**src/rtl/ir_pkg.sv**
```systemverilog
package ir_pkg;
  typedef enum logic [1:0] {
    ENV_TIMER = 2'd0,
    ENV_SER_A = 2'd1,
    ENV_SER_B = 2'd2,
    ENV_OFF   = 2'd3
  } env_src_e;

  localparam int unsigned ADDR_CTRL = 0;
  localparam int unsigned ADDR_CPER = 1;
  localparam int unsigned ADDR_CCMP = 2;
  localparam int unsigned ADDR_PRE  = 3;
  localparam int unsigned ADDR_EPER = 4;
  localparam int unsigned ADDR_ECMP = 5;
  localparam int unsigned ADDR_LAST = 5;
endpackage

```
**src/rtl/ir_cfg_regs.sv**
```systemverilog
module ir_cfg_regs
  import ir_pkg::*;
#(
  parameter int unsigned AW = 3,
  parameter int unsigned DW = 16,
  parameter int unsigned CW = 16,
  parameter int unsigned EW = 16,
  parameter int unsigned PW = 16
) (
  input  logic          clk,
  input  logic          rst,
  input  logic          cfg_we,
  input  logic [AW-1:0] cfg_addr,
  input  logic [DW-1:0] cfg_wdata,
  output logic          en,
  output logic          pol,
  output env_src_e      src,
  output logic [CW-1:0] cper,
  output logic [CW-1:0] ccmp,
  output logic [PW-1:0] pre,
  output logic [EW-1:0] eper,
  output logic [EW-1:0] ecmp
);
  always_ff @(posedge clk) begin
    if (rst) begin
      en   <= 1'b0;
      pol  <= 1'b0;
      src  <= ENV_TIMER;
      cper <= '0;
      ccmp <= '0;
      pre  <= '0;
      eper <= '0;
      ecmp <= '0;
    end else if (cfg_we) begin
      case (int'(cfg_addr))
        ADDR_CTRL: begin
          en  <= cfg_wdata[0];
          pol <= cfg_wdata[1];
          src <= env_src_e'(cfg_wdata[3:2]);
        end
        ADDR_CPER: cper <= cfg_wdata[CW-1:0];
        ADDR_CCMP: ccmp <= cfg_wdata[CW-1:0];
        ADDR_PRE:  pre  <= cfg_wdata[PW-1:0];
        ADDR_EPER: eper <= cfg_wdata[EW-1:0];
        ADDR_ECMP: ecmp <= cfg_wdata[EW-1:0];
        default: ;
      endcase
    end
  end

  // unmapped addresses leave every register untouched
  p_unmapped_ignored_r8: assert property (@(posedge clk) disable iff (rst)
    (cfg_we && int'(cfg_addr) > ADDR_LAST) |=>
      ($stable(en) && $stable(pol) && $stable(src) && $stable(cper) &&
       $stable(ccmp) && $stable(pre) && $stable(eper) && $stable(ecmp)));
endmodule

```
**src/rtl/ir_carrier_gen.sv**
```systemverilog
module ir_carrier_gen #(
  parameter int unsigned CW = 16
) (
  input  logic          clk,
  input  logic          rst,
  input  logic          en,
  input  logic [CW-1:0] per_stage,
  input  logic [CW-1:0] cmp_stage,
  output logic          carrier
);
  localparam logic [CW-1:0] ONE = {{(CW-1){1'b0}}, 1'b1};

  logic [CW-1:0] cnt;
  logic [CW-1:0] per_act;
  logic [CW-1:0] cmp_act;
  logic          wrap;

  assign wrap = (cnt == per_act);

  always_ff @(posedge clk) begin
    if (rst) begin
      cnt     <= '0;
      per_act <= '0;
      cmp_act <= '0;
    end else if (!en || wrap) begin
      cnt     <= '0;
      per_act <= per_stage;
      cmp_act <= cmp_stage;
    end else begin
      cnt <= cnt + ONE;
    end
  end

  assign carrier = (cnt < cmp_act);

  // count never exceeds the active period
  p_cnt_bound_r1: assert property (@(posedge clk) disable iff (rst)
    cnt <= per_act);
  // disabled carrier counter sits at zero
  p_idle_zero_r6: assert property (@(posedge clk) disable iff (rst)
    !en |=> cnt == '0);
  // active settings only move at a wrap
  p_hold_midcycle_r7: assert property (@(posedge clk) disable iff (rst)
    (en && !wrap) |=> ($stable(per_act) && $stable(cmp_act)));
endmodule

```
**src/rtl/ir_env_gen.sv**
```systemverilog
module ir_env_gen #(
  parameter int unsigned EW = 16,
  parameter int unsigned PW = 16
) (
  input  logic          clk,
  input  logic          rst,
  input  logic          en,
  input  logic [PW-1:0] pre_stage,
  input  logic [EW-1:0] per_stage,
  input  logic [EW-1:0] cmp_stage,
  output logic          envelope
);
  localparam logic [PW-1:0] PONE = {{(PW-1){1'b0}}, 1'b1};
  localparam logic [EW-1:0] EONE = {{(EW-1){1'b0}}, 1'b1};

  logic [PW-1:0] pcnt;
  logic [PW-1:0] pre_act;
  logic [EW-1:0] ecnt;
  logic [EW-1:0] per_act;
  logic [EW-1:0] cmp_act;
  logic          tick;
  logic          wrap;

  assign tick = (pcnt == pre_act);
  assign wrap = tick && (ecnt == per_act);

  always_ff @(posedge clk) begin
    if (rst) begin
      pcnt    <= '0;
      ecnt    <= '0;
      pre_act <= '0;
      per_act <= '0;
      cmp_act <= '0;
    end else if (!en || wrap) begin
      pcnt    <= '0;
      ecnt    <= '0;
      pre_act <= pre_stage;
      per_act <= per_stage;
      cmp_act <= cmp_stage;
    end else if (tick) begin
      pcnt <= '0;
      ecnt <= ecnt + EONE;
    end else begin
      pcnt <= pcnt + PONE;
    end
  end

  assign envelope = (ecnt < cmp_act);

  // both counters stay inside their active limits
  p_pcnt_bound_r2: assert property (@(posedge clk) disable iff (rst)
    pcnt <= pre_act);
  p_ecnt_bound_r2: assert property (@(posedge clk) disable iff (rst)
    ecnt <= per_act);
  // envelope count moves only on a tick
  p_step_on_tick_r2: assert property (@(posedge clk) disable iff (rst)
    (en && !tick) |=> $stable(ecnt));
  // envelope settings only move at an envelope wrap
  p_hold_midburst_r7: assert property (@(posedge clk) disable iff (rst)
    (en && !wrap) |=> ($stable(pre_act) && $stable(per_act) && $stable(cmp_act)));
endmodule

```
**src/rtl/ir_out_stage.sv**
```systemverilog
module ir_out_stage
  import ir_pkg::*;
#(
  parameter bit SER_SYNC = 1'b0
) (
  input  logic     clk,
  input  logic     rst,
  input  logic     en,
  input  logic     pol,
  input  env_src_e src,
  input  logic     carrier,
  input  logic     env_timer,
  input  logic     ser_a,
  input  logic     ser_b,
  output logic     drive
);
  logic ser_a_s;
  logic ser_b_s;
  logic env_sel;

  generate
    if (SER_SYNC) begin : g_ser_reg
      logic a_q;
      logic b_q;
      always_ff @(posedge clk) begin
        if (rst) begin
          a_q <= 1'b0;
          b_q <= 1'b0;
        end else begin
          a_q <= ser_a;
          b_q <= ser_b;
        end
      end
      assign ser_a_s = a_q;
      assign ser_b_s = b_q;
    end else begin : g_ser_direct
      assign ser_a_s = ser_a;
      assign ser_b_s = ser_b;
    end
  endgenerate

  always_comb begin
    case (src)
      ENV_TIMER: env_sel = env_timer;
      ENV_SER_A: env_sel = ser_a_s;
      ENV_SER_B: env_sel = ser_b_s;
      default:   env_sel = 1'b0;
    endcase
  end

  always_ff @(posedge clk) begin
    if (rst)     drive <= 1'b0;
    else if (en) drive <= (carrier & env_sel) ^ pol;
    else         drive <= pol;
  end

  // disabled output is the idle level one clock later
  p_idle_level_r6: assert property (@(posedge clk) disable iff (rst)
    !en |=> drive == $past(pol));
  // the forced-low source never lets the carrier through
  p_src_off_r3: assert property (@(posedge clk) disable iff (rst)
    (en && src == ENV_OFF) |=> drive == $past(pol));
  // a low carrier always gives the idle level
  p_carrier_gate_r4: assert property (@(posedge clk) disable iff (rst)
    (en && !carrier) |=> drive == $past(pol));
endmodule

```
**src/rtl/ir_mod_top.sv**
```systemverilog
module ir_mod_top
  import ir_pkg::*;
#(
  parameter int unsigned AW       = 3,
  parameter int unsigned DW       = 16,
  parameter int unsigned CW       = 16,
  parameter int unsigned EW       = 16,
  parameter int unsigned PW       = 16,
  parameter bit          SER_SYNC = 1'b0
) (
  input  logic          clk,
  input  logic          rst,
  input  logic          cfg_we,
  input  logic [AW-1:0] cfg_addr,
  input  logic [DW-1:0] cfg_wdata,
  input  logic          ser_tx_a,
  input  logic          ser_tx_b,
  output logic          ir_drive
);
  logic          en;
  logic          pol;
  env_src_e      src;
  logic [CW-1:0] cper;
  logic [CW-1:0] ccmp;
  logic [PW-1:0] pre;
  logic [EW-1:0] eper;
  logic [EW-1:0] ecmp;
  logic          carrier;
  logic          env_timer;

  ir_cfg_regs #(.AW(AW), .DW(DW), .CW(CW), .EW(EW), .PW(PW)) u_regs (
    .clk(clk), .rst(rst), .cfg_we(cfg_we), .cfg_addr(cfg_addr),
    .cfg_wdata(cfg_wdata), .en(en), .pol(pol), .src(src),
    .cper(cper), .ccmp(ccmp), .pre(pre), .eper(eper), .ecmp(ecmp)
  );

  ir_carrier_gen #(.CW(CW)) u_carrier (
    .clk(clk), .rst(rst), .en(en), .per_stage(cper), .cmp_stage(ccmp),
    .carrier(carrier)
  );

  ir_env_gen #(.EW(EW), .PW(PW)) u_env (
    .clk(clk), .rst(rst), .en(en), .pre_stage(pre), .per_stage(eper),
    .cmp_stage(ecmp), .envelope(env_timer)
  );

  ir_out_stage #(.SER_SYNC(SER_SYNC)) u_out (
    .clk(clk), .rst(rst), .en(en), .pol(pol), .src(src),
    .carrier(carrier), .env_timer(env_timer), .ser_a(ser_tx_a),
    .ser_b(ser_tx_b), .drive(ir_drive)
  );

  // the cycle after reset the output is low
  p_reset_low_r9: assert property (@(posedge clk)
    rst |=> !ir_drive);
endmodule

```
**config.mk**
```make
export PLATFORM = sky130hd
export DESIGN_NAME = ir_mod_top
export DESIGN_NICKNAME = d
export VERILOG_FILES = /design/src/rtl/ir_pkg.sv /design/src/rtl/ir_cfg_regs.sv /design/src/rtl/ir_carrier_gen.sv /design/src/rtl/ir_env_gen.sv /design/src/rtl/ir_out_stage.sv /design/src/rtl/ir_mod_top.sv
export SDC_FILE = /design/constraint.sdc
export NUM_CORES = 1
export LEC_CHECK = 0
export BUFFER_PORTS_ARGS = -buffer_cell sky130_fd_sc_hd__clkbuf_2
export CORE_MARGIN = 5
export CORE_UTILIZATION = 55
export DETAILED_ROUTE_END_ITERATION = 16
export GPL_TIMING_DRIVEN = 1
export PLACE_DENSITY = 0.83
export SLEW_MARGIN = 20
export SYNTH_ARGS = -nofsm -noshare
export SYNTH_HDL_FRONTEND = slang
export SYNTH_SLANG_ARGS = --single-unit
```
**constraint.sdc**
```tcl
create_clock -name clk -period 2.54 [get_ports clk]
set_input_delay 0.127 -clock clk [delete_from_list [all_inputs] [get_ports clk]]
set_output_delay 0.127 -clock clk [all_outputs]
set_load 0.005 [all_outputs]
```
==> run metrics, run 1 <==
sequential area share after synthesis=0.472; max-slew violations=0; synthesized instance count=around 1,100; EDFF count, synth=0; row count=46; Syn. warnings=0; Peak VDD IR=0.000613 V; Max-slew headroom=0.453; IO Count=25; met2 usage in global routing=0.366; largest net degree at the start of global routing=85; clk buf depth=3; grt ovf=0; outcome=completed; vias=between 7,000 and 8,000; GR Util met3=0.0341; Avg Cell Area, Syn=8.60 um^2; Final GP Congestion=0.890; Seq cells post-synth=approximately 210; Synth Net Count=~1,100; total power=7240 uW; PwrDens=703 nW/um^2; DP Area=9340 um^2; cts bufs inserted=23; type of destination of the critical path=register; Die Height=138 um; hold path cells=3; synthesized area=9030 um^2; Async SR Flop Fraction=0; Final Cell Area=~10,000 um^2; Layout Nets=1,133; CTS-repair resized insts=0; Leakage=roughly 0.0044 uW; Skew-Pair Late Insertion Delay=0.50 ns; antenna violation net count after detailed routing=0; Synth Flop Type=dfxtp_1; Area Overhead vs Synth=14.0%; Clock Pin Slew Worst Setup and Hold Paths=approximately 0.060 ns; clock sinks=213; Register Area=4260 um^2; layout cells sized above 1=0.0725; Hold Fails Final Rpt=0; Worst Hold Class=in -> reg; dpl hpwl=13.9 mm; RR Startpoint=u_env.ecnt[14]; final wirelength=~21 mm; Setup Buffers After CTS=0; # fillers=roughly 1,300; Post-route DRC=0; area of the core=16,000 um^2; die area=19,100 um^2; vias in the first global route=6,999; PortBufs=24; initial antenna violation count=1; total global routing track utilization=0.216; initial detailed-routing violation count=about 600; multi-input logic area=roughly 4400 um^2; FF-to-FF path depth=7; post-synth cell types=41; post-place setup slack=between 0.3 and 0.4 ns; # setup viols final=0; final setup margin=0.270 ns; maximum clock rate=~440 MHz; RSZ-0062 raised after global routing=false; Max Cap Viol=0; Initial Util=0.564; setup_tns=0 ns; commonest non-fill, non-tap cell in the layout=dfxtp_1; busiest grt layer=met2; Final min period=2.27 ns; Via-to-Cell Ratio=around 5.5; CP Data Arrival Time=around 2.7 ns; Worst-Margin Slew=0.814 ns; commonest non-fill, non-tap cells in the layout=213 x dfxtp_1, 186 x nand2_1, 152 x nor2_1, 109 x a21oi_1, 70 x mux2i_1; post-route clock period utilization=0.894; CTS tree=done; critical path class=reg -> reg; first-pass GRT wire length=roughly 35 mm; WP data required=2.92 ns; clock skew=about 0.013 ns; DRT Pass-1 Iters=5; H-Tree Depth=1; hold_sp=cfg_wdata[9]; die width=138 um; CP Launch Type=register; met1 Use GR=0.281; routed len/inst=16.2 um; Hold Slack=0.0183 ns; Max FO, Critical Path=4; CTS root buffer=clkbuf_16; Crit. Startpoint=u_env.ecnt[14]
## cell families after synthesis
logic type / after synthesis / share of synthesized area
muxes: 71 / 0.0789
adders and majority gates: 33 / 0.0457
DFF: 213 / 0.472
buffers and inverters: 85 / 0.0390
xor gates and xnor gates: 86 / 0.0834
AOI/OAI and AO/OA: 136 / 0.0815
and+or+nand+nor: 426 / 0.199
## flip-flops by register name (all words and copies together) (netlist names)
signal             cells
u_carrier.cmp_act     16
u_carrier.cnt         16
u_carrier.per_act     16
u_env.cmp_act         16
u_env.ecnt            16
u_env.pcnt            16
u_env.per_act         16
u_env.pre_act         16
u_out.drive            1
u_regs.ccmp           16
u_regs.cper           16
u_regs.ecmp           16
u_regs.en              1
u_regs.eper           16
u_regs.pol             1
u_regs.pre            16
u_regs.src             2
## layout make-up
class | count | share of cell area
multi-input cells | 752 | 0.431
flip-flops and latches | 213 | 0.414
clock buffers | 30 | 0.0643
repair buffers | 50 | 0.0367
well taps | 216 | 0.0263
clock inverters | 9 | 0.0145
inverters | 36 | 0.0131
diodes | 1 | 0.000243
## where the power goes
part	internal, uW	leakage, uW	total [uW]	switching [uW]
sequential	3380	0.00172	3410	26.9
clock	2230	0.000404	3520	1300
combinational	101	0.00224	304	204
total	5710	0.00437	7240	1530
## synth_stat cells (15+ instances only)
| cell type | instances | area, um^2 |
|---|---|---|
| clkbuf_1 | 39 | 146 |
| a21oi_1 | 109 | 546 |
| mux2i_1 | 70 | 701 |
| xnor2_1 | 35 | 307 |
| nand4_1 | 15 | 93.8 |
| nand3_1 | 16 | 80.1 |
| ha_1 | 33 | 413 |
| nor2_1 | 152 | 571 |
| nand2_1 | 186 | 698 |
| dfxtp_1 | 213 | 4260 |
| xor2_1 | 51 | 447 |
| inv_1 | 36 | 135 |
## repair_timing
item,4_1_cts,5_1_grt
endpoints found under the setup margin,0,0
hold buffers,14,0
hold endpoints to repair,62,0
## worst paths after layout
check	to	slack, ns
hold reg to reg	u_regs.pre[8]	0.46
hold / removal	u_regs.ccmp[9]	0.02
setup reg to reg	u_out.drive	0.27
setup / recovery	u_out.drive	0.27
## critical path: stages, from the launching register on
cell,delay (ns)
dfxtp_1,0.42
ha_1,0.30
a21o_1,0.19
a21oi_1,0.19
nand2_1,0.09
a2111o_1,0.39
a211oi_1,0.22
mux2_2,0.36
## metrics by stage
step | util | std cells
global placement | 0.584 | 1253
finish | 0.643 | 1307
CTS | 0.643 | 1306
global route | 0.643 | 1307
detailed placement | 0.584 | 1253
floorplan | - | 1050
## layer usage
metal  wire length, um  vias to the layer above  part of all wire
met5                 0                        -                 0
met4               511                        0             0.024
met3              1130                       47             0.054
met2             10300                      200              0.49
met1              9120                     3354              0.43
li1                  -                     3536                 -
No activity file was read; power rests on OpenSTA's default activity.
==> run 2, diff against run 1 <==
CTS_BUF_LIST = sky130_fd_sc_hd__clkbuf_2 sky130_fd_sc_hd__clkbuf_4 sky130_fd_sc_hd__clkbuf_8   (was default)
==> run 2 against run 1 <==
Non-clock buffer count grew 4. Core utilization grew 0.27 points. Hold slack gained 0.15 ns. Combinational power is essentially flat. First-iteration DRC count shrank 22%. Die area is the same. Design area grew 0.41%. Clock-buffer cell count grew 28. Clock power shrank 5%. Sequential cell count is the same. Register-to-register slack is essentially flat. Critical path type unchanged. Critical endpoint unchanged.
==> run metrics, run 2 (synthesis results as in run 1) <==
delay-heaviest family, CP=compound AO/OA/AOI/OAI gates (unchanged); outcome=completed (unchanged); WP data required=2.94 ns (was 2.92 ns); CP Data Arrival Time=2.68 ns (was 2.65 ns); Via-to-Cell Ratio=5.41 (was 5.46); final wirelength=21.0 mm (was 21.1 mm); routed len/inst=15.7 um (was 16.2 um); Worst Hold Class=in -> reg (unchanged); Post-route DRC=0 (unchanged); Worst-Margin Slew=0.756 ns (was 0.814 ns); layout cells sized above 1=0.0930 (was 0.0725); Leakage=0.00441 uW (was 0.00437 uW); commonest non-fill, non-tap cells in the layout=213 x dfxtp_1, 186 x nand2_1, 152 x nor2_1, 109 x a21oi_1, 70 x mux2i_1 (unchanged); # setup viols final=0 (unchanged); initial antenna violation count=2 (was 1); H-Tree Depth=2 (was 1); vias=7,225 (was 7,137); total global routing track utilization=0.218 (was 0.216); type of destination of the critical path=register (unchanged); row count=46 (unchanged); setup_tns=0 ns (unchanged); sw frac=0.222 (was 0.211); crit-path cells=ha_1, a21o_1, a21oi_1, nand2_1, a2111o_1, a211oi_1, mux2_2 (unchanged); RSZ-0062 raised after global routing=false (unchanged); Area Overhead vs Synth=14.5% (was 14.0%); PortBufs=24 (unchanged); RR Startpoint=u_env.ecnt[14] (unchanged); post-route clock period utilization=0.899 (was 0.894); critical path class=reg -> reg (unchanged); Worst Path Buf+Inv=0 (unchanged); maximum clock rate=438 MHz (was 440 MHz); dpl hpwl=13.9 mm (unchanged); clock share of power=0.475 (was 0.487); cts bufs inserted=35 (was 23); Max Cap Viol=0 (unchanged); Setup Buffers After CTS=0 (unchanged); CP Launch Type=register (unchanged); Final min period=2.28 ns (was 2.27 ns); die area=19,100 um^2 (unchanged); Die Height=138 um (unchanged); NetSw=1570 uW (was 1530 uW); initial detailed-routing violation count=471 (was 604); hold_sp=cfg_addr[2] (was cfg_wdata[9]); Final GP Congestion=0.890 (unchanged); first-pass GRT wire length=34.9 mm (was 34.8 mm); vias in the first global route=7,113 (was 6,999); clock sinks=213 (unchanged); Hold Slack=0.167 ns (was 0.0183 ns); Hold Fails Final Rpt=0 (unchanged); DRT Pass-1 Iters=5 (unchanged); Flop pwr share=0.482 (was 0.471); CTS root buffer=clkbuf_8 (was clkbuf_16); Max-slew headroom=0.494 (was 0.453); clk buf depth=3 (unchanged); die width=138 um (unchanged); Pint=5510 uW (was 5710 uW); Crit. Startpoint=u_env.ecnt[14] (unchanged); Skew-Pair Late Insertion Delay=0.53 ns (was 0.50 ns); Peak VDD IR=0.000599 V (was 0.000613 V); area of the core=16,000 um^2 (unchanged); CTS-repair resized insts=0 (unchanged); PwrDens=685 nW/um^2 (was 703 nW/um^2); max incr delay on CP=0.41 ns (was 0.42 ns); Layout Nets=1,149 (was 1,133); max-slew violations=0 (unchanged); largest net degree at the start of global routing=85 (unchanged); antenna violation net count after detailed routing=0 (unchanged); final core occ=0.646 (was 0.643); clock skew=0.0250 ns (was 0.0126 ns); Slowest cell on crit path=dfxtp_1 (unchanged); Initial Util=0.564 (unchanged); grt ovf=0 (unchanged); CTS tree=done (unchanged); # fillers=1,305 (was 1,333); IO Count=25 (unchanged); logic gate share of total power=0.043 (was 0.042); Clock Pin Slew Worst Setup and Hold Paths=0.07 ns (was 0.06 ns); commonest non-fill, non-tap cell in the layout=dfxtp_1 (unchanged); Max FO, Critical Path=4 (unchanged); total power=7080 uW (was 7240 uW); hold_buf cts=18 (was 14)
## run 2: changes by cell type in the layout (fill, tap and decap cells not counted), sizes merged
cell | before | now
clkbuf | 53 | 81
clkinv | 5 | 1
dlygate4sd3 | 14 | 18
bufinv | 4 | 2
clkinvlp | 0 | 1
diode | 1 | 2
inv | 36 | 37
## run 2: area by class of cell
class / instances / area (um^2) / share of cell area
multi-input combinational: 752 / 4430 / 0.429
sequential: 213 / 4260 / 0.413
clock buffer: 58 / 729 / 0.0706
timing repair buffer: 54 / 418 / 0.0404
tap: 216 / 270 / 0.0261
inverter: 36 / 135 / 0.0131
clock inverter: 5 / 81.3 / 0.00787
antenna: 2 / 5.00 / 0.000484
## run 2: layer usage
metal,global-route usage,wire (um)
met1,0.285,9070
met2,0.359,10100
met3,0.0369,1220
met4,0.0915,626
met5,0,0
## run 2: power by group through the flow
stage	Clock [uW]	Combinational (uW)	Sequential [uW]
after floorplan	0	170	3480
after global placement	0	272	3480
after detailed placement	0	277	3490
after CTS	3400	301	3410
after global routing	3540	334	3420
final	3360	306	3410
## run 2: worst paths after layout
kind / endpoint / slack, ns / cells past startpoint
setup / recovery: u_out.drive / 0.26 / 7
setup reg to reg: u_out.drive / 0.26 / 7
hold / removal: u_regs.ecmp[9] / 0.17 / 5
hold reg to reg: u_regs.ecmp[6] / 0.46 / 2
## run 2: worst min-delay path, delay by kind of cell
family                 cells  cell delay, ns
AND/OR/NAND/NOR            3            0.34
buffers and inverters      1            0.13
AO/OA/AOI/OAI              1            0.06
## run 2: per-stage QoR
step | setup slack (ns) | instances | area [um^2]
global placement | 0.394 | 1253 | 9340
floorplan | 0.456 | 1050 | 9030
CTS | 0.245 | 1334 | 10300
finish | 0.257 | 1336 | 10300
global route | 0.0906 | 1336 | 10300
detailed placement | 0.308 | 1253 | 9340
==> run 3, diff against run 2 <==
CTS_BUF_LIST = sky130_fd_sc_hd__clkbuf_8   (was sky130_fd_sc_hd__clkbuf_2 sky130_fd_sc_hd__clkbuf_4 sky130_fd_sc_hd__clkbuf_8)
PLACE_DENSITY = 0.72   (was 0.83)
==> run 3 against run 2 <==
Power decreased by 5.5%. Die area unchanged. Maximum frequency increased by 3.6%. Combinational power about the same. Global-route usage increased by 0.095 points. Wire length decreased by 0.55%. Critical path type unchanged. Largest cell class unchanged. Largest power group unchanged.
==> run metrics, run 3 (synthesis results as in run 1) <==
ANT cells=0 (was 2); area of the core=16,000 um^2 (unchanged); PortBufs=24 (unchanged); critical path class=reg -> reg (unchanged); Layout Nets=1,149 (unchanged); CP Data Arrival Time=2.61 ns (was 2.68 ns); RSZ-0062 raised after global routing=false (unchanged); grt ovf=0 (unchanged); largest net degree at the start of global routing=113 (was 85); CP Launch Type=register (unchanged); commonest non-fill, non-tap cells in the layout=213 x dfxtp_1, 186 x nand2_1, 152 x nor2_1, 109 x a21oi_1, 70 x mux2i_1 (unchanged); initial detailed-routing violation count=394 (was 471); die width=138 um (unchanged); final setup margin=0.337 ns (was 0.257 ns); layout cells sized above 1=0.0839 (was 0.0930); Area Overhead vs Synth=13.4% (was 14.5%); Initial Util=0.564 (unchanged); commonest non-fill, non-tap cell in the layout=dfxtp_1 (unchanged); DRT Pass-1 Iters=5 (unchanged); post-route clock period utilization=0.868 (was 0.899); cts bufs inserted=36 (was 35); CTS tree=done (unchanged); final core occ=0.640 (was 0.646); die area=19,100 um^2 (unchanged); Slowest cell on crit path=dfxtp_1 (unchanged); Worst-Margin Slew=0.746 ns (was 0.756 ns); routed len/inst=15.6 um (was 15.7 um); clock sinks=213 (unchanged); WP data required=2.94 ns (about the same); hold_buf cts=17 (was 18); vias in the first global route=6,849 (was 7,113); Max FO, Critical Path=4 (unchanged); Hold Fails Final Rpt=0 (unchanged); type of destination of the critical path=register (unchanged); crit-path cells=ha_1, a21o_1, a21oi_1, nand2_1, a2111o_1, a211oi_1, mux2_2 (unchanged); CTS root buffer=clkbuf_8 (unchanged); Max-slew headroom=0.502 (was 0.494); Final GP Congestion=0.856 (was 0.890); # setup viols final=0 (unchanged); Max Cap Viol=0 (unchanged); Clock Pin Slew Worst Setup and Hold Paths=0.07 ns (about the same); initial antenna violation count=0 (was 2); first-pass GRT wire length=34.7 mm (was 34.9 mm); PwrDens=653 nW/um^2 (was 685 nW/um^2); total global routing track utilization=0.219 (was 0.218); clk buf depth=3 (unchanged); setup_tns=0 ns (unchanged); Die Height=138 um (unchanged); Via-to-Cell Ratio=5.26 (was 5.41); Setup Buffers After CTS=0 (unchanged); clock skew=0.0108 ns (was 0.0250 ns); dpl hpwl=13.9 mm (about the same); final wirelength=20.9 mm (was 21.0 mm); IO Count=25 (unchanged); H-Tree Depth=2 (unchanged); Leakage=0.00440 uW (was 0.00441 uW); antenna violation net count after detailed routing=0 (unchanged); vias=7,031 (was 7,225); total power=6690 uW (was 7080 uW); Post-route DRC=0 (unchanged); Peak VDD IR=0.000544 V (was 0.000599 V); row count=46 (unchanged); max incr delay on CP=0.41 ns (about the same); Worst Hold Class=in -> reg (unchanged); CTS-repair resized insts=0 (unchanged); Skew-Pair Late Insertion Delay=0.52 ns (was 0.53 ns); outcome=completed (unchanged); Final min period=2.20 ns (was 2.28 ns); Hold Slack=0.146 ns (was 0.167 ns); post-place setup slack=0.346 ns (was 0.308 ns); max-slew violations=0 (unchanged); maximum clock rate=454 MHz (was 438 MHz)
## run 3: path summary, 6_finish.rpt
path                        from       endpoint  slack, ns  cells past startpoint
hold reg to reg    u_regs.pre[2]  u_regs.pre[2]       0.45                      2
hold / removal       cfg_addr[1]     u_regs.pol       0.15                      4
setup / recovery  u_env.ecnt[14]    u_out.drive       0.34                      7
setup reg to reg  u_env.ecnt[14]    u_out.drive       0.34                      7
## run 3: worst max-delay path: cells and delay by family (launching register included)
family | cells | cell delay (ns)
AO/OA/AOI/OAI | 4 | 0.96
AND/OR/NAND/NOR | 1 | 0.07
adder cells (fa/ha/maj) | 1 | 0.29
multiplexers | 1 | 0.36
flip-flops | 1 | 0.41
## run 3: routing by layer
metal  vias to the layer above  GRT usage  wire (um)
met3                        45     0.0334       1010
met4                         0     0.0842        504
met1                      3256      0.302       9910
met2                       165      0.348       9440
met5                         -          0          0
li1                       3565          -          -
## run 3: power breakdown
part | internal, uW | switching, uW
Clock | 1610 | 1370
Combinational | 104 | 199
Sequential | 3390 | 26.2
## run 3: area by class of cell
class	instances	area, um^2
fillers	1425	5760
multi-input cells	752	4430
flip-flops and latches	213	4260
clock buffers	45	619
repair buffers	53	420
well taps	216	270
inverters	36	135
clock inverters	21	97.6
## run 3: per-stage QoR
stage	std cells	cell area (um^2)
after floorplan	1050	9030
after global placement	1253	9350
after detailed placement	1253	9350
after CTS	1336	10200
after global routing	1336	10200
final	1336	10200
